`config.mk`:
```
export PLATFORM = sky130hd
export DESIGN_NAME = acr_regfile
export DESIGN_NICKNAME = d
export VERILOG_FILES = /design/src/rtl/acr_pkg.sv /design/src/rtl/acr_decode.sv /design/src/rtl/acr_idrom.sv /design/src/rtl/acr_irq.sv /design/src/rtl/acr_regfile.sv
export SDC_FILE = /design/constraint.sdc
export NUM_CORES = 1
export LEC_CHECK = 0
export ABC_AREA = 1
export CAP_MARGIN = 25
export CELL_PAD_IN_SITES_DETAIL_PLACEMENT = 1
export CELL_PAD_IN_SITES_GLOBAL_PLACEMENT = 2
export CORE_ASPECT_RATIO = 1.25
export CORE_MARGIN = 4
export CORE_UTILIZATION = 41
export CTS_BUF_LIST = sky130_fd_sc_hd__clkbuf_8 sky130_fd_sc_hd__clkbuf_16
export DETAILED_ROUTE_END_ITERATION = 8
export DONT_BUFFER_PORTS = 1
export GPL_ROUTABILITY_DRIVEN = 0
export PLACE_DENSITY = 0.85
export SYNTH_ARGS = -nofsm -noshare
export SYNTH_HDL_FRONTEND = slang
export SYNTH_SLANG_ARGS = --single-unit
```
`constraint.sdc`:
```
create_clock -name clk -period 1.75 [get_ports clk]
set_clock_uncertainty 0.1 [all_clocks]
set_input_delay 0.0875 -clock clk [delete_from_list [all_inputs] [get_ports clk]]
set_output_delay 0.0875 -clock clk [all_outputs]
set_load 0.01 [all_outputs]
```
`src/rtl/acr_pkg.sv`:
```
package acr_pkg;

    localparam int SLOT_W = 5;
    localparam int DATA_W = 8;
    localparam int ADDR_W = SLOT_W + 4;

    typedef enum logic [1:0] {
        OP_WR  = 2'b00,
        OP_AND = 2'b01,
        OP_OR  = 2'b10,
        OP_RD  = 2'b11
    } op_e;

    typedef enum logic [1:0] {
        AR_CTRL = 2'b00,
        AR_RSVD = 2'b01,
        AR_IDA  = 2'b10,
        AR_IDB  = 2'b11
    } area_e;

    localparam logic [SLOT_W-1:0] SL_RELOC_E = 5'h00;
    localparam logic [SLOT_W-1:0] SL_RELOC_O = 5'h01;
    localparam logic [SLOT_W-1:0] SL_HSTS_E  = 5'h08;
    localparam logic [SLOT_W-1:0] SL_HSTS_O  = 5'h09;
    localparam logic [SLOT_W-1:0] SL_ASTS_E  = 5'h0A;
    localparam logic [SLOT_W-1:0] SL_ASTS_O  = 5'h0B;
    localparam logic [SLOT_W-1:0] SL_TCTL_E  = 5'h0C;
    localparam logic [SLOT_W-1:0] SL_TCTL_O  = 5'h0D;
    localparam logic [SLOT_W-1:0] SL_TVAL_E  = 5'h0E;
    localparam logic [SLOT_W-1:0] SL_TVAL_O  = 5'h0F;
    localparam logic [SLOT_W-1:0] SL_PAGE_E  = 5'h18;
    localparam logic [SLOT_W-1:0] SL_PAGE_O  = 5'h19;

    localparam int HSTS_IEN_BIT = 6;
    localparam int HSTS_ACC_BIT = 2;
    localparam logic [DATA_W-1:0] HSTS_E_PEND_MASK = 8'h1C;
    localparam logic [DATA_W-1:0] HSTS_O_PEND_MASK = 8'h7C;
    localparam logic [DATA_W-1:0] ADP_E_SET_MASK   = 8'h18;
    localparam logic [DATA_W-1:0] ADP_O_SET_MASK   = 8'h7C;
    localparam logic [DATA_W-1:0] IDB_EVEN_BYTE    = 8'hAA;
    localparam logic [DATA_W-1:0] IDB_ODD_BYTE     = 8'h55;

    typedef struct packed {
        logic [DATA_W-1:0] reloc_e;
        logic [DATA_W-1:0] reloc_o;
        logic [DATA_W-1:0] hsts_e;
        logic [DATA_W-1:0] hsts_o;
        logic [DATA_W-1:0] asts_e;
        logic [DATA_W-1:0] asts_o;
        logic [DATA_W-1:0] tctl_e;
        logic [DATA_W-1:0] tctl_o;
        logic [DATA_W-1:0] tval_e;
        logic [DATA_W-1:0] tval_o;
        logic [DATA_W-1:0] page_e;
        logic [DATA_W-1:0] page_o;
        logic [DATA_W-1:0] rdata;
        logic              rvalid;
    } state_t;

    function automatic logic [DATA_W-1:0] apply_op(
        input logic [DATA_W-1:0] old_v,
        input op_e               op,
        input logic [DATA_W-1:0] wd
    );
        case (op)
            OP_WR:   return wd;
            OP_AND:  return old_v & wd;
            OP_OR:   return old_v | wd;
            default: return old_v;
        endcase
    endfunction

endpackage

```
`src/rtl/acr_decode.sv`:
```
module acr_decode
    import acr_pkg::*;
(
    input  logic              req,
    input  logic [ADDR_W-1:0] addr,
    output op_e               op,
    output area_e             area,
    output logic [SLOT_W-1:0] slot,
    output logic              slot_defined,
    output logic              rd_hit,
    output logic              wr_hit,
    output logic              wr_bad
);

    logic modify;

    always_comb begin
        slot = addr[SLOT_W-1:0];
        op   = op_e'(addr[SLOT_W+1:SLOT_W]);
        area = area_e'(addr[SLOT_W+3:SLOT_W+2]);

        case (slot)
            SL_RELOC_E, SL_RELOC_O,
            SL_HSTS_E,  SL_HSTS_O,
            SL_ASTS_E,  SL_ASTS_O,
            SL_TCTL_E,  SL_TCTL_O,
            SL_TVAL_E,  SL_TVAL_O,
            SL_PAGE_E,  SL_PAGE_O: slot_defined = 1'b1;
            default:               slot_defined = 1'b0;
        endcase

        modify = req && (op != OP_RD);
        rd_hit = req && (op == OP_RD);
        wr_hit = modify && (area == AR_CTRL) && slot_defined;
        wr_bad = modify && !((area == AR_CTRL) && slot_defined);
    end

endmodule

```
`src/rtl/acr_idrom.sv`:
```
module acr_idrom
    import acr_pkg::*;
#(
    parameter logic [47:0] NODE_ADDR = 48'h10005A3C7E91
) (
    input  area_e             area,
    input  logic [SLOT_W-1:0] slot,
    output logic [DATA_W-1:0] id_byte
);

    localparam int ID_BYTES = 48 / DATA_W;

    logic [DATA_W-1:0] ida_tab [ID_BYTES];

    genvar gi;
    generate
        for (gi = 0; gi < ID_BYTES; gi++) begin : g_ida
            assign ida_tab[gi] = NODE_ADDR[47 - gi*DATA_W -: DATA_W];
        end
    endgenerate

    always_comb begin
        id_byte = '0;
        if (area == AR_IDA) begin
            for (int i = 0; i < ID_BYTES; i++) begin
                if (slot == SLOT_W'(i)) id_byte = ida_tab[i];
            end
        end else if (area == AR_IDB) begin
            id_byte = slot[0] ? IDB_ODD_BYTE : IDB_EVEN_BYTE;
        end
    end

endmodule

```
`src/rtl/acr_irq.sv`:
```
module acr_irq
    import acr_pkg::*;
(
    input  logic              clk,
    input  logic              rst_n,
    input  logic [DATA_W-1:0] hsts_e,
    input  logic [DATA_W-1:0] hsts_o,
    output logic              irq
);

    logic pending;

    always_comb begin
        pending = |(hsts_e & HSTS_E_PEND_MASK) || |(hsts_o & HSTS_O_PEND_MASK);
        irq     = hsts_e[HSTS_IEN_BIT] && pending;
    end

    // a cleared enable bit keeps the line low whatever is pending
    p_irq_gated_r6: assert property (@(posedge clk) disable iff (!rst_n)
        !hsts_e[HSTS_IEN_BIT] |-> !irq);

    // a set enable with pending odd-side status raises the line
    p_irq_raise_r6: assert property (@(posedge clk) disable iff (!rst_n)
        (hsts_e[HSTS_IEN_BIT] && |(hsts_o & HSTS_O_PEND_MASK)) |-> irq);

endmodule

```
`src/rtl/acr_regfile.sv`:
```
module acr_regfile
    import acr_pkg::*;
#(
    parameter logic [47:0] NODE_ADDR = 48'h10005A3C7E91
) (
    input  logic                 clk,
    input  logic                 rst_n,
    input  logic                 host_req,
    input  logic [ADDR_W-1:0]    host_addr,
    input  logic [DATA_W-1:0]    host_wdata,
    output logic [DATA_W-1:0]    host_rdata,
    output logic                 host_rvalid,
    input  logic [DATA_W-1:0]    adp_set_hsts_e,
    input  logic [DATA_W-1:0]    adp_set_hsts_o,
    output logic [DATA_W-1:0]    adp_req,
    output logic                 host_irq,
    output logic                 page_en,
    output logic [DATA_W-2:0]    reloc_base
);

    state_t s_d, s_q;

    op_e               dec_op;
    area_e             dec_area;
    logic [SLOT_W-1:0] dec_slot;
    logic              dec_defined;
    logic              dec_rd;
    logic              dec_wr;
    logic              dec_bad;
    logic [DATA_W-1:0] id_byte;
    logic [DATA_W-1:0] reg_byte;

    acr_decode u_dec (
        .req          (host_req),
        .addr         (host_addr),
        .op           (dec_op),
        .area         (dec_area),
        .slot         (dec_slot),
        .slot_defined (dec_defined),
        .rd_hit       (dec_rd),
        .wr_hit       (dec_wr),
        .wr_bad       (dec_bad)
    );

    acr_idrom #(.NODE_ADDR(NODE_ADDR)) u_id (
        .area    (dec_area),
        .slot    (dec_slot),
        .id_byte (id_byte)
    );

    acr_irq u_irq (
        .clk    (clk),
        .rst_n  (rst_n),
        .hsts_e (s_q.hsts_e),
        .hsts_o (s_q.hsts_o),
        .irq    (host_irq)
    );

    always_comb begin
        case (dec_slot)
            SL_RELOC_E: reg_byte = s_q.reloc_e;
            SL_RELOC_O: reg_byte = s_q.reloc_o;
            SL_HSTS_E:  reg_byte = s_q.hsts_e;
            SL_HSTS_O:  reg_byte = s_q.hsts_o;
            SL_ASTS_E:  reg_byte = s_q.asts_e;
            SL_ASTS_O:  reg_byte = s_q.asts_o;
            SL_TCTL_E:  reg_byte = s_q.tctl_e;
            SL_TCTL_O:  reg_byte = s_q.tctl_o;
            SL_TVAL_E:  reg_byte = s_q.tval_e;
            SL_TVAL_O:  reg_byte = s_q.tval_o;
            SL_PAGE_E:  reg_byte = s_q.page_e;
            SL_PAGE_O:  reg_byte = s_q.page_o;
            default:    reg_byte = '0;
        endcase
    end

    always_comb begin
        s_d        = s_q;
        s_d.rvalid = 1'b0;

        if (dec_wr) begin
            case (dec_slot)
                SL_RELOC_E: s_d.reloc_e = apply_op(s_q.reloc_e, dec_op, host_wdata);
                SL_RELOC_O: s_d.reloc_o = apply_op(s_q.reloc_o, dec_op, host_wdata);
                SL_HSTS_E:  s_d.hsts_e  = apply_op(s_q.hsts_e,  dec_op, host_wdata);
                SL_HSTS_O:  s_d.hsts_o  = apply_op(s_q.hsts_o,  dec_op, host_wdata);
                SL_ASTS_E:  s_d.asts_e  = apply_op(s_q.asts_e,  dec_op, host_wdata);
                SL_ASTS_O:  s_d.asts_o  = apply_op(s_q.asts_o,  dec_op, host_wdata);
                SL_TCTL_E:  s_d.tctl_e  = apply_op(s_q.tctl_e,  dec_op, host_wdata);
                SL_TCTL_O:  s_d.tctl_o  = apply_op(s_q.tctl_o,  dec_op, host_wdata);
                SL_TVAL_E:  s_d.tval_e  = apply_op(s_q.tval_e,  dec_op, host_wdata);
                SL_TVAL_O:  s_d.tval_o  = apply_op(s_q.tval_o,  dec_op, host_wdata);
                SL_PAGE_E:  s_d.page_e  = apply_op(s_q.page_e,  dec_op, host_wdata);
                SL_PAGE_O:  s_d.page_o  = apply_op(s_q.page_o,  dec_op, host_wdata);
                default: ;
            endcase
        end

        if (dec_bad) begin
            s_d.hsts_e[HSTS_ACC_BIT] = 1'b1;
        end

        // adapter events land after the host operation so none is lost
        s_d.hsts_e = s_d.hsts_e | (adp_set_hsts_e & ADP_E_SET_MASK);
        s_d.hsts_o = s_d.hsts_o | (adp_set_hsts_o & ADP_O_SET_MASK);

        if (dec_rd) begin
            s_d.rvalid = 1'b1;
            s_d.rdata  = (dec_area == AR_CTRL) ? reg_byte : id_byte;
        end
    end

    always_ff @(posedge clk or negedge rst_n) begin
        if (!rst_n) begin
            s_q <= '0;
        end else begin
            s_q <= s_d;
        end
    end

    assign host_rdata  = s_q.rdata;
    assign host_rvalid = s_q.rvalid;
    assign adp_req     = s_q.asts_o;
    assign page_en     = &s_q.page_e[DATA_W-1:DATA_W-2];
    assign reloc_base  = s_q.reloc_e[DATA_W-1:1];

    // a rejected modify sets the access flag
    p_bad_flag_r5: assert property (@(posedge clk) disable iff (!rst_n)
        dec_bad |=> s_q.hsts_e[HSTS_ACC_BIT]);

    // a rejected modify leaves plain storage untouched
    p_bad_no_touch_r5: assert property (@(posedge clk) disable iff (!rst_n)
        dec_bad |=> ($stable(s_q.reloc_e) && $stable(s_q.tctl_e)
                     && $stable(s_q.page_e) && $stable(s_q.asts_o)));

    // adapter set strobes on the odd status register are never dropped
    p_adp_kept_r7: assert property (@(posedge clk) disable iff (!rst_n)
        |(adp_set_hsts_o & ADP_O_SET_MASK) |=>
        ((s_q.hsts_o & $past(adp_set_hsts_o & ADP_O_SET_MASK))
         == $past(adp_set_hsts_o & ADP_O_SET_MASK)));

    // every read produces exactly one valid cycle next
    p_read_valid_r2: assert property (@(posedge clk) disable iff (!rst_n)
        dec_rd |=> host_rvalid);

    p_no_spurious_valid_r2: assert property (@(posedge clk) disable iff (!rst_n)
        !dec_rd |=> !host_rvalid);

endmodule

```
==> metrics.txt, run 1 <==
# TYPE chip_impl_metric gauge
chip_impl_metric{name="synth.cell_area",unit="mm^2"} 0.00570
chip_impl_metric{name="postSynthNetCount",unit=""} 743
chip_impl_info{name="grt_setup_unrepaired",value="false"} 1
chip_impl_metric{name="drt_drc_violations_left",unit=""} 0
chip_impl_metric{name="path_clk_slew",unit="ns"} 0.08
chip_impl_info{name="worst_path_max_delay_cell",value="sky130_fd_sc_hd__dlygate4sd3_1"} 1
chip_impl_metric{name="tightest_slew",unit="ns"} 1.02
chip_impl_metric{name="timing_max_transition_violations_final",unit=""} 0
chip_impl_metric{name="slew-limit-headroom",unit="%"} 31.7
chip_impl_metric{name="layout-area-overhead-vs-synth",unit="%"} 10.5
chip_impl_metric{name="fmaxAchievable",unit="MHz"} 602
chip_impl_metric{name="wl_per_cell",unit="um"} 22.2
chip_impl_metric{name="boundaryPins",unit=""} 62
chip_impl_metric{name="finalCoreUtilization",unit="%"} 47.0
chip_impl_metric{name="cts_inserted_buffers",unit=""} 9
chip_impl_metric{name="die_area",unit="mm^2"} 0.0159
chip_impl_metric{name="critical_path.max_fanout",unit=""} 5
chip_impl_metric{name="synth.ff_latch_count",unit=""} 105
chip_impl_metric{name="hpwl",unit="um"} 13700
chip_impl_metric{name="grt_remaining_overflow",unit=""} 0
chip_impl_metric{name="port-buffer-count",unit=""} 0
chip_impl_metric{name="leakage",unit="nW"} 3.04
chip_impl_metric{name="final-instance-count-excl-fill",unit=""} 893
chip_impl_metric{name="finalNetCount",unit=""} 757
chip_impl_info{name="worst_setup_path_start_kind",value="input port"} 1
chip_impl_metric{name="fin_tns_setup",unit="ns"} 0
chip_impl_metric{name="grt_pass1_wl",unit="um"} 31300
chip_impl_metric{name="grt_max_degree",unit=""} 106
chip_impl_metric{name="dpl_worst_slack",unit="ns"} -0.159
chip_impl_metric{name="fin_hold_ws",unit="ns"} -0.687
chip_impl_metric{name="drv_cap",unit=""} 0
chip_impl_metric{name="die_height",unit="um"} 140
chip_impl_metric{name="drt_iter0_markers",unit=""} 310
chip_impl_metric{name="detailroute.via_count",unit=""} 5167
chip_impl_info{name="gr-max-usage-layer",value="met2"} 1
chip_impl_info{name="min-delay-path-class",value="in2async"} 1
chip_impl_metric{name="worst_ir_drop_vdd",unit="uV"} 385
chip_impl_metric{name="post_synth_num_cell_types",unit=""} 29
chip_impl_metric{name="synthesis.yosys.warnings",unit=""} 0
chip_impl_metric{name="antenna_cells",unit=""} 0
chip_impl_metric{name="post-place-cells",unit=""} 849
chip_impl_metric{name="final_hold_viol_count",unit=""} 105
chip_impl_metric{name="number_of_vias_per_cell",unit=""} 5.79
chip_impl_metric{name="ctsHtreeMaxLevel",unit=""} 3
chip_impl_metric{name="synth_area_per_cell",unit="um^2"} 8.11
chip_impl_metric{name="drive_gt1_share",unit="%"} 12.9
chip_impl_metric{name="cp_data_arrival_time",unit="ns"} 1.80
chip_impl_metric{name="use_met3",unit="%"} 3.73
chip_impl_metric{name="numClockSinks",unit=""} 105
chip_impl_metric{name="worstPathRequired",unit="ns"} 1.89
chip_impl_metric{name="finalInstanceArea",unit="mm^2"} 0.00630
chip_impl_info{name="critical_path.cell_chain",value="ha_1, nor2_2, buf_4, nand2_4, nor2_4, nand2_1, a21oi_1, nand2_1, dlygate4sd3_1"} 1
chip_impl_metric{name="post_dp_cell_area",unit="mm^2"} 0.00574
chip_impl_metric{name="report.final.setup_viol",unit=""} 0
chip_impl_metric{name="fp.coreArea",unit="mm^2"} 0.0134
chip_impl_metric{name="post_synth_inst_count",unit=""} 703
chip_impl_metric{name="power",unit="mW"} 5.12
chip_impl_metric{name="placement_rows",unit=""} 47
chip_impl_metric{name="insertion_delay",unit="ns"} 0.36
chip_impl_metric{name="min_period_over_period",unit="%"} 95.0
chip_impl_metric{name="grt_usage",unit="%"} 25.6
chip_impl_metric{name="setup_slack",unit="ns"} 0.0882
chip_impl_metric{name="max_stage_delay",unit="ns"} 0.56
chip_impl_metric{name="met1_track_demand_over_resource_in_global_routing",unit="%"} 33.8
chip_impl_info{name="timing.critical_path.mode_cell",value="sky130_fd_sc_hd__nand2_1"} 1
chip_impl_info{name="failed_checks",value="hold timing"} 1
chip_impl_metric{name="proportion_of_synthesized_chip_area_in_sequential_cells",unit="%"} 46.1
chip_impl_info{name="cp-end-kind",value="register"} 1
chip_impl_info{name="start_to_end_type_of_the_worst_setup_path",value="in2reg"} 1
chip_impl_metric{name="number_of_antenna_violations_at_the_first_check_in_global_routing",unit=""} 0
chip_impl_metric{name="route.antenna.remaining_nets",unit=""} 0
chip_impl_info{name="clock_tree.root_cell",value="sky130_fd_sc_hd__clkbuf_16"} 1
chip_impl_metric{name="die_outline_width",unit="um"} 113
chip_impl_info{name="run_status",value="finished, violations left"} 1
chip_impl_info{name="tritoncts",value="yes"} 1
chip_impl_metric{name="clk_path_buf_depth",unit=""} 2
chip_impl_metric{name="finalCriticalPeriod",unit="ns"} 1.66
chip_impl_metric{name="floorplan.initialDensity",unit="%"} 42.5
chip_impl_metric{name="drtPass1Iterations",unit=""} 6
chip_impl_metric{name="power_density",unit="mW/mm^2"} 813
chip_impl_metric{name="final_routed_wirelength_across_all_metal_layers",unit="um"} 19800
chip_impl_metric{name="number_of_global_route_vias_before_repair",unit=""} 5515
chip_impl_metric{name="cts.hold.buffers_added",unit=""} 24
chip_impl_metric{name="global_route.usage.met2",unit="%"} 42.1
[area by class of cell]
cell class              count  area (um^2)
multi-input cells         514         2570
well taps                 171          214
inverters                  34          140
clock buffers              10          239
flip-flops and latches    105         2630
clock inverters             6         42.5
repair buffers             53          465
fillers                  1656         7110
[Yosys cell counts]
cell type,count,area share [%]
sky130_fd_sc_hd__a21boi_0,1,0.13
sky130_fd_sc_hd__a21boi_4,1,0.33
sky130_fd_sc_hd__a21oi_1,21,1.8
sky130_fd_sc_hd__a31oi_1,5,0.55
sky130_fd_sc_hd__buf_2,6,0.53
sky130_fd_sc_hd__buf_4,26,3.4
sky130_fd_sc_hd__buf_6,10,2.0
sky130_fd_sc_hd__clkbuf_1,8,0.53
sky130_fd_sc_hd__dfrtp_1,105,46
sky130_fd_sc_hd__ha_1,4,0.88
sky130_fd_sc_hd__inv_1,25,1.6
sky130_fd_sc_hd__inv_2,7,0.46
sky130_fd_sc_hd__inv_6,1,0.15
sky130_fd_sc_hd__inv_8,1,0.20
sky130_fd_sc_hd__nand2_1,137,9.0
sky130_fd_sc_hd__nand2_2,2,0.22
sky130_fd_sc_hd__nand2_4,10,2.0
sky130_fd_sc_hd__nand3_1,45,4.0
sky130_fd_sc_hd__nand3_2,2,0.35
sky130_fd_sc_hd__nand4_1,26,2.9
sky130_fd_sc_hd__nand4_2,2,0.44
sky130_fd_sc_hd__nor2_1,58,3.8
sky130_fd_sc_hd__nor2_2,10,1.1
sky130_fd_sc_hd__nor2_4,5,0.99
sky130_fd_sc_hd__nor3_2,1,0.18
sky130_fd_sc_hd__nor4_1,2,0.22
sky130_fd_sc_hd__o21ai_0,96,8.4
sky130_fd_sc_hd__o21ai_1,83,7.3
sky130_fd_sc_hd__o21ai_2,3,0.46
[final timing paths]
kind	endpoint	cells after the start	startpoint	slack, ns
max	s_q[77]	9	host_addr[5]	0.09
min	reloc_base[4]	0	rst_n	-0.69
max reg2reg	s_q[77]	3	s_q[77]	0.36
min reg2reg	s_q[31]	2	s_q[31]	0.41
max in group asynchronous	s_q[79]	0	rst_n	2.08
min in group clk	host_rdata[5]	5	host_addr[7]	0.01
[critical path, delay by kind of cell]
family | cells | cell delay, ns
compound gates | 1 | 0.13
simple gates | 5 | 0.58
fa+ha+maj | 1 | 0.27
buf+inv | 2 | 0.72
[report_power, final]
part           leakage (nW)  switching (mW)  internal (mW)  total, mW
combinational          1.50           0.377          0.173      0.550
clock                 0.135           0.989           1.01       2.00
sequential             1.40          0.0714           2.50       2.58
[placed cells by master, fill, tap and decap left out, types with 2 or more instances in the layout]
| cell | synthesis | routed |
|---|---|---|
| sky130_fd_sc_hd__nand3_1 | 45 | 45 |
| sky130_fd_sc_hd__o21ai_0 | 96 | 96 |
| sky130_fd_sc_hd__o21ai_1 | 83 | 83 |
| sky130_fd_sc_hd__dlygate4sd3_1 | 0 | 24 |
| sky130_fd_sc_hd__nand2_2 | 2 | 2 |
| sky130_fd_sc_hd__nor4_1 | 2 | 2 |
| sky130_fd_sc_hd__buf_6 | 10 | 2 |
| sky130_fd_sc_hd__clkinv_2 | 0 | 2 |
| sky130_fd_sc_hd__buf_4 | 26 | 27 |
| sky130_fd_sc_hd__a31oi_1 | 5 | 5 |
| sky130_fd_sc_hd__nand3_2 | 2 | 2 |
| sky130_fd_sc_hd__nand2_1 | 137 | 137 |
| sky130_fd_sc_hd__inv_2 | 7 | 8 |
| sky130_fd_sc_hd__nand2_4 | 10 | 10 |
| sky130_fd_sc_hd__ha_1 | 4 | 4 |
| sky130_fd_sc_hd__o21ai_2 | 3 | 3 |
| sky130_fd_sc_hd__inv_6 | 1 | 2 |
| sky130_fd_sc_hd__nor2_4 | 5 | 5 |
| sky130_fd_sc_hd__nand4_1 | 26 | 26 |
| sky130_fd_sc_hd__nor2_2 | 10 | 12 |
| sky130_fd_sc_hd__nand4_2 | 2 | 2 |
| sky130_fd_sc_hd__nor2_1 | 58 | 56 |
| sky130_fd_sc_hd__clkbuf_16 | 0 | 9 |
| sky130_fd_sc_hd__dfrtp_1 | 105 | 105 |
| sky130_fd_sc_hd__inv_1 | 25 | 24 |
| sky130_fd_sc_hd__a21oi_1 | 21 | 21 |
| sky130_fd_sc_hd__clkinvlp_4 | 0 | 2 |
[logic make-up (layout without fill, tap and decap cells)]
family                   after synthesis  count (layout)  share of synthesized area, %
buffers and inverters                 84             103                          8.91
flip-flops                           105             105                          46.1
AND/OR/NAND/NOR                      300             300                          25.1
adder cells (fa/ha/maj)                4               4                         0.878
AO/OA/AOI/OAI                        210             210                          19.0
[flip-flops by register name, summed over array words and instances (netlist names)]
signal	flops
s_q	81
adp_req	8
host_rdata	8
reloc_base	7
host_rvalid	1
[per-layer routing]
layer	up-vias	wire length (um)
met5	-	0
met4	0	667
met3	41	876
met2	160	9500
met1	2563	8760
li1	2403	-
[what timing repair did]
action | CTS | global route
endpoints found under the hold margin | 133 | 105
endpoints found under the setup margin | 0 | 4
resized for setup | 0 | 3
buffers inserted | 0 | 3
Power figures use the tool's default switching activity.
==> inputs of run 2 (changes only) <==
--- a/config.mk
+++ b/config.mk
@@ -5,18 +5,17 @@
 export SDC_FILE = /design/constraint.sdc
 export NUM_CORES = 1
 export LEC_CHECK = 0
-export ABC_AREA = 1
 export CAP_MARGIN = 25
 export CELL_PAD_IN_SITES_DETAIL_PLACEMENT = 1
 export CELL_PAD_IN_SITES_GLOBAL_PLACEMENT = 2
 export CORE_ASPECT_RATIO = 1.25
 export CORE_MARGIN = 4
-export CORE_UTILIZATION = 41
+export CORE_UTILIZATION = 43
 export CTS_BUF_LIST = sky130_fd_sc_hd__clkbuf_8 sky130_fd_sc_hd__clkbuf_16
 export DETAILED_ROUTE_END_ITERATION = 8
 export DONT_BUFFER_PORTS = 1
 export GPL_ROUTABILITY_DRIVEN = 0
-export PLACE_DENSITY = 0.85
+export PLACE_DENSITY = 0.84
 export SYNTH_ARGS = -nofsm -noshare
 export SYNTH_HDL_FRONTEND = slang
 export SYNTH_SLANG_ARGS = --single-unit
==> run 2 against run 1 <==
The flow still finishes with violations (hold timing). Area after synthesis down 1.4%. Sequential share of layout area down 0.45 points. Non-clock buffer count up 13. Final cell count down 12%. First-iteration DRC count up 20%. Maximum frequency down 0.22%. Core utilization up 3.1 points. Largest power group unchanged.
==> metrics.txt, run 2 <==
# TYPE chip_impl_metric gauge
chip_impl_info{name="run_status",value="finished, violations left"} 1
chip_impl_info{name="failed_checks",value="hold timing"} 1
chip_impl_info{name="worst_setup_path_start_kind",value="input port"} 1
chip_impl_info{name="clock_tree.root_cell",value="sky130_fd_sc_hd__clkbuf_16"} 1
chip_impl_metric{name="boundaryPins",unit=""} 62
chip_impl_metric{name="max_stage_delay",unit="ns"} 0.67
chip_impl_metric{name="die_outline_width",unit="um"} 110
chip_impl_metric{name="path_clk_slew",unit="ns"} 0.07
chip_impl_metric{name="grt_max_degree",unit=""} 106
chip_impl_metric{name="finalCriticalPeriod",unit="ns"} 1.67
chip_impl_metric{name="drv_cap",unit=""} 0
chip_impl_metric{name="layout-area-overhead-vs-synth",unit="%"} 13.3
chip_impl_metric{name="floorplan.initialDensity",unit="%"} 44.2
chip_impl_info{name="critical_path.cell_chain",value="dlygate4sd3_1, a21oi_1, nor2b_1, o21ai_0, o21ai_0"} 1
chip_impl_metric{name="power_density",unit="mW/mm^2"} 804
chip_impl_metric{name="post-cts-setup-buffer-count",unit=""} 0
chip_impl_info{name="layout_common_cells",value="sky130_fd_sc_hd__o21ai_0, sky130_fd_sc_hd__dfrtp_1, sky130_fd_sc_hd__buf_4, sky130_fd_sc_hd__nand2_1, sky130_fd_sc_hd__nand3_1"} 1
chip_impl_metric{name="slew-limit-headroom",unit="%"} 44.7
chip_impl_metric{name="die_height",unit="um"} 136
chip_impl_info{name="synth_most_common_cell",value="sky130_fd_sc_hd__o21ai_0"} 1
chip_impl_info{name="largest_register",value="s_q"} 1
chip_impl_metric{name="largest_reg_flops",unit=""} 81
chip_impl_metric{name="synthArstFlopShare",unit="%"} 100
chip_impl_metric{name="number_of_global_route_vias_before_repair",unit=""} 5337
chip_impl_metric{name="number_of_flops_mapped_to_enable_cells_by_yosys",unit=""} 0
chip_impl_metric{name="number_of_vias_per_cell",unit=""} 6.56
chip_impl_metric{name="finalNetCount",unit=""} 649
chip_impl_info{name="yosys.area.top_type",value="sky130_fd_sc_hd__dfrtp_1"} 1
chip_impl_metric{name="route.antenna.remaining_nets",unit=""} 0
chip_impl_metric{name="timing_max_transition_violations_final",unit=""} 0
chip_impl_metric{name="finalCoreUtilization",unit="%"} 50.1
chip_impl_info{name="tritoncts",value="yes"} 1
chip_impl_metric{name="hpwl",unit="um"} 13900
chip_impl_metric{name="final_hold_viol_count",unit=""} 105
chip_impl_info{name="synth_ff_type",value="sky130_fd_sc_hd__dfrtp_1"} 1
chip_impl_metric{name="share_of_the_synthesized_area_in_the_top_cell_type",unit="%"} 46.7
chip_impl_metric{name="fillers",unit=""} 1464
chip_impl_metric{name="insertion_delay",unit="ns"} 0.36
chip_impl_info{name="worst_path_max_delay_cell",value="sky130_fd_sc_hd__nor2b_1"} 1
chip_impl_metric{name="placement_rows",unit=""} 46
chip_impl_metric{name="antenna_cells",unit=""} 0
chip_impl_metric{name="drive_gt1_share",unit="%"} 14.2
chip_impl_info{name="final_common_cell",value="sky130_fd_sc_hd__o21ai_0"} 1
chip_impl_metric{name="synth.ff_latch_count",unit=""} 105
chip_impl_metric{name="post_dp_cell_area",unit="mm^2"} 0.00586
chip_impl_metric{name="post_synth_num_cell_types",unit=""} 66
chip_impl_info{name="start_to_end_type_of_the_worst_setup_path",value="in2reg"} 1
chip_impl_metric{name="post_synth_inst_count",unit=""} 593
chip_impl_metric{name="fp.coreArea",unit="mm^2"} 0.0127
chip_impl_info{name="synth_common_cells",value="sky130_fd_sc_hd__o21ai_0, sky130_fd_sc_hd__dfrtp_1, sky130_fd_sc_hd__nand2_1"} 1
chip_impl_metric{name="numClockSinks",unit=""} 105
chip_impl_metric{name="drtPass1Iterations",unit=""} 5
chip_impl_metric{name="proportion_of_synthesized_chip_area_in_sequential_cells",unit="%"} 46.7
chip_impl_metric{name="fin_hold_ws",unit="ns"} -0.682
chip_impl_metric{name="leakage",unit="nW"} 2.58
chip_impl_metric{name="fmaxAchievable",unit="MHz"} 600
chip_impl_metric{name="ctsHtreeMaxLevel",unit=""} 3
chip_impl_metric{name="cts_inserted_buffers",unit=""} 9
chip_impl_metric{name="cts.hold.buffers_added",unit=""} 21
chip_impl_metric{name="wl_per_cell",unit="um"} 25.9
chip_impl_metric{name="grt_usage",unit="%"} 27.9
chip_impl_metric{name="clk_path_buf_depth",unit=""} 2
chip_impl_metric{name="post-place-cells",unit=""} 745
chip_impl_info{name="grt_setup_unrepaired",value="false"} 1
chip_impl_metric{name="critical_path.max_fanout",unit=""} 10
chip_impl_metric{name="grt_remaining_overflow",unit=""} 0
chip_impl_metric{name="grt_pass1_wl",unit="um"} 30900
chip_impl_info{name="timing.critical_path.mode_cell",value="sky130_fd_sc_hd__o21ai_0"} 1
chip_impl_metric{name="drt_iter0_markers",unit=""} 372
chip_impl_metric{name="final_routed_wirelength_across_all_metal_layers",unit="um"} 20300
chip_impl_metric{name="detailroute.via_count",unit=""} 5130
chip_impl_metric{name="synth.cell_area",unit="mm^2"} 0.00562
chip_impl_metric{name="tightest_slew",unit="ns"} 0.827
chip_impl_metric{name="synth_area_per_cell",unit="um^2"} 9.48
chip_impl_info{name="synth_top_cells_by_area",value="sky130_fd_sc_hd__dfrtp_1, sky130_fd_sc_hd__o21ai_0, sky130_fd_sc_hd__buf_4"} 1
chip_impl_metric{name="report.final.setup_viol",unit=""} 0
chip_impl_metric{name="synthesis.yosys.warnings",unit=""} 0
chip_impl_metric{name="port-buffer-count",unit=""} 0
chip_impl_metric{name="timing.critical_path.buf_inv",unit=""} 1
chip_impl_metric{name="worstPathRequired",unit="ns"} 1.92
chip_impl_metric{name="die_area",unit="mm^2"} 0.0150
chip_impl_info{name="cp-end-kind",value="register"} 1
chip_impl_metric{name="number_of_antenna_violations_at_the_first_check_in_global_routing",unit=""} 0
chip_impl_metric{name="worst_ir_drop_vdd",unit="uV"} 641
chip_impl_metric{name="finalInstanceArea",unit="mm^2"} 0.00637
chip_impl_info{name="min-delay-path-class",value="in2async"} 1
chip_impl_info{name="path_delay_family",value="simple AND/OR/NAND/NOR gates"} 1
chip_impl_metric{name="cp_data_arrival_time",unit="ns"} 1.84
chip_impl_metric{name="drt_drc_violations_left",unit=""} 0
chip_impl_metric{name="final-instance-count-excl-fill",unit=""} 782
chip_impl_metric{name="postSynthNetCount",unit=""} 633
chip_impl_metric{name="min_period_over_period",unit="%"} 95.2
[run 2: cell count changes in the layout (fill, tap and decap cells not counted), sizes merged, moves of 8 or more]
cell / before / now
a21oi: 21 / 11
a22oi: 0 / 17
and3: 0 / 8
buf: 29 / 45
inv: 35 / 7
nand2: 149 / 32
nand3: 47 / 30
nand4: 28 / 7
nor2: 73 / 16
nor2b: 0 / 11
nor3: 1 / 10
o21ai: 182 / 172
[run 2: layout make-up]
type                    count  area (um^2)  area share [%]
repair buffers             66          586            9.19
multi-input cells         421         2630            41.3
clock inverters             3         13.8           0.216
flip-flops and latches    105         2630            41.3
well taps                 168          210            3.30
clock buffers              13          280            4.40
inverters                   6         22.5           0.354
[run 2: final timing paths]
path / startpoint / to / slack (ns) / depth (start not counted)
max: host_wdata[5] / s_q[94] / 0.08 / 5
min: rst_n / s_q[12] / -0.68 / 0
max reg2reg: s_q[48] / host_rdata[7] / 0.13 / 5
min reg2reg: s_q[89] / s_q[89] / 0.41 / 2
max in group asynchronous: rst_n / s_q[96] / 2.08 / 0
min in group clk: host_addr[2] / host_rdata[3] / 0.03 / 3
[run 2: what timing repair did]
| action | CTS | global route |
|---|---|---|
| gates resized for setup | 0 | 2 |
| hold endpoints to repair | 125 | 105 |
| setup endpoints to repair | 0 | 12 |
[run 2: kinds of logic after synthesis]
family                     count (synthesis)  synth area share [%]
xor gates and xnor gates                   1                 0.156
AOI/OAI and AO/OA                        255                  26.9
DFF                                      105                  46.7
and+or+nand+nor                          148                  15.8
muxes                                     13                  2.65
buffers and inverters                     67                  6.86
adders and majority gates                  4                 0.891
[run 2: report_power, final]
group	switching [mW]	internal (mW)
combinational	0.308	0.190
clock	0.912	1.11
sequential	0.0881	2.51
[run 2: per-layer routing]
metal	GRT usage, %	share of wire [%]	vias up
met2	46.6	49	238
met4	13.8	5.0	0
met3	5.27	7.9	73
met1	34.2	38	2587
met5	0	0	-
li1	-	-	2232
[run 2: per-stage QoR]
step                      setup TNS (ns)  setup slack [ns]  hold WS (ns)  power [mW]
after floorplan                  -0.0221          -0.00920        -0.308        2.99
after global placement             -2.37           -0.0962        -0.303        3.06
after detailed placement           -7.70            -0.183        -0.304        3.08
after CTS                              0            0.0180        -0.686        5.11
after global routing                   0           0.00369        -0.689        5.27
final                                  0            0.0846        -0.682        5.12
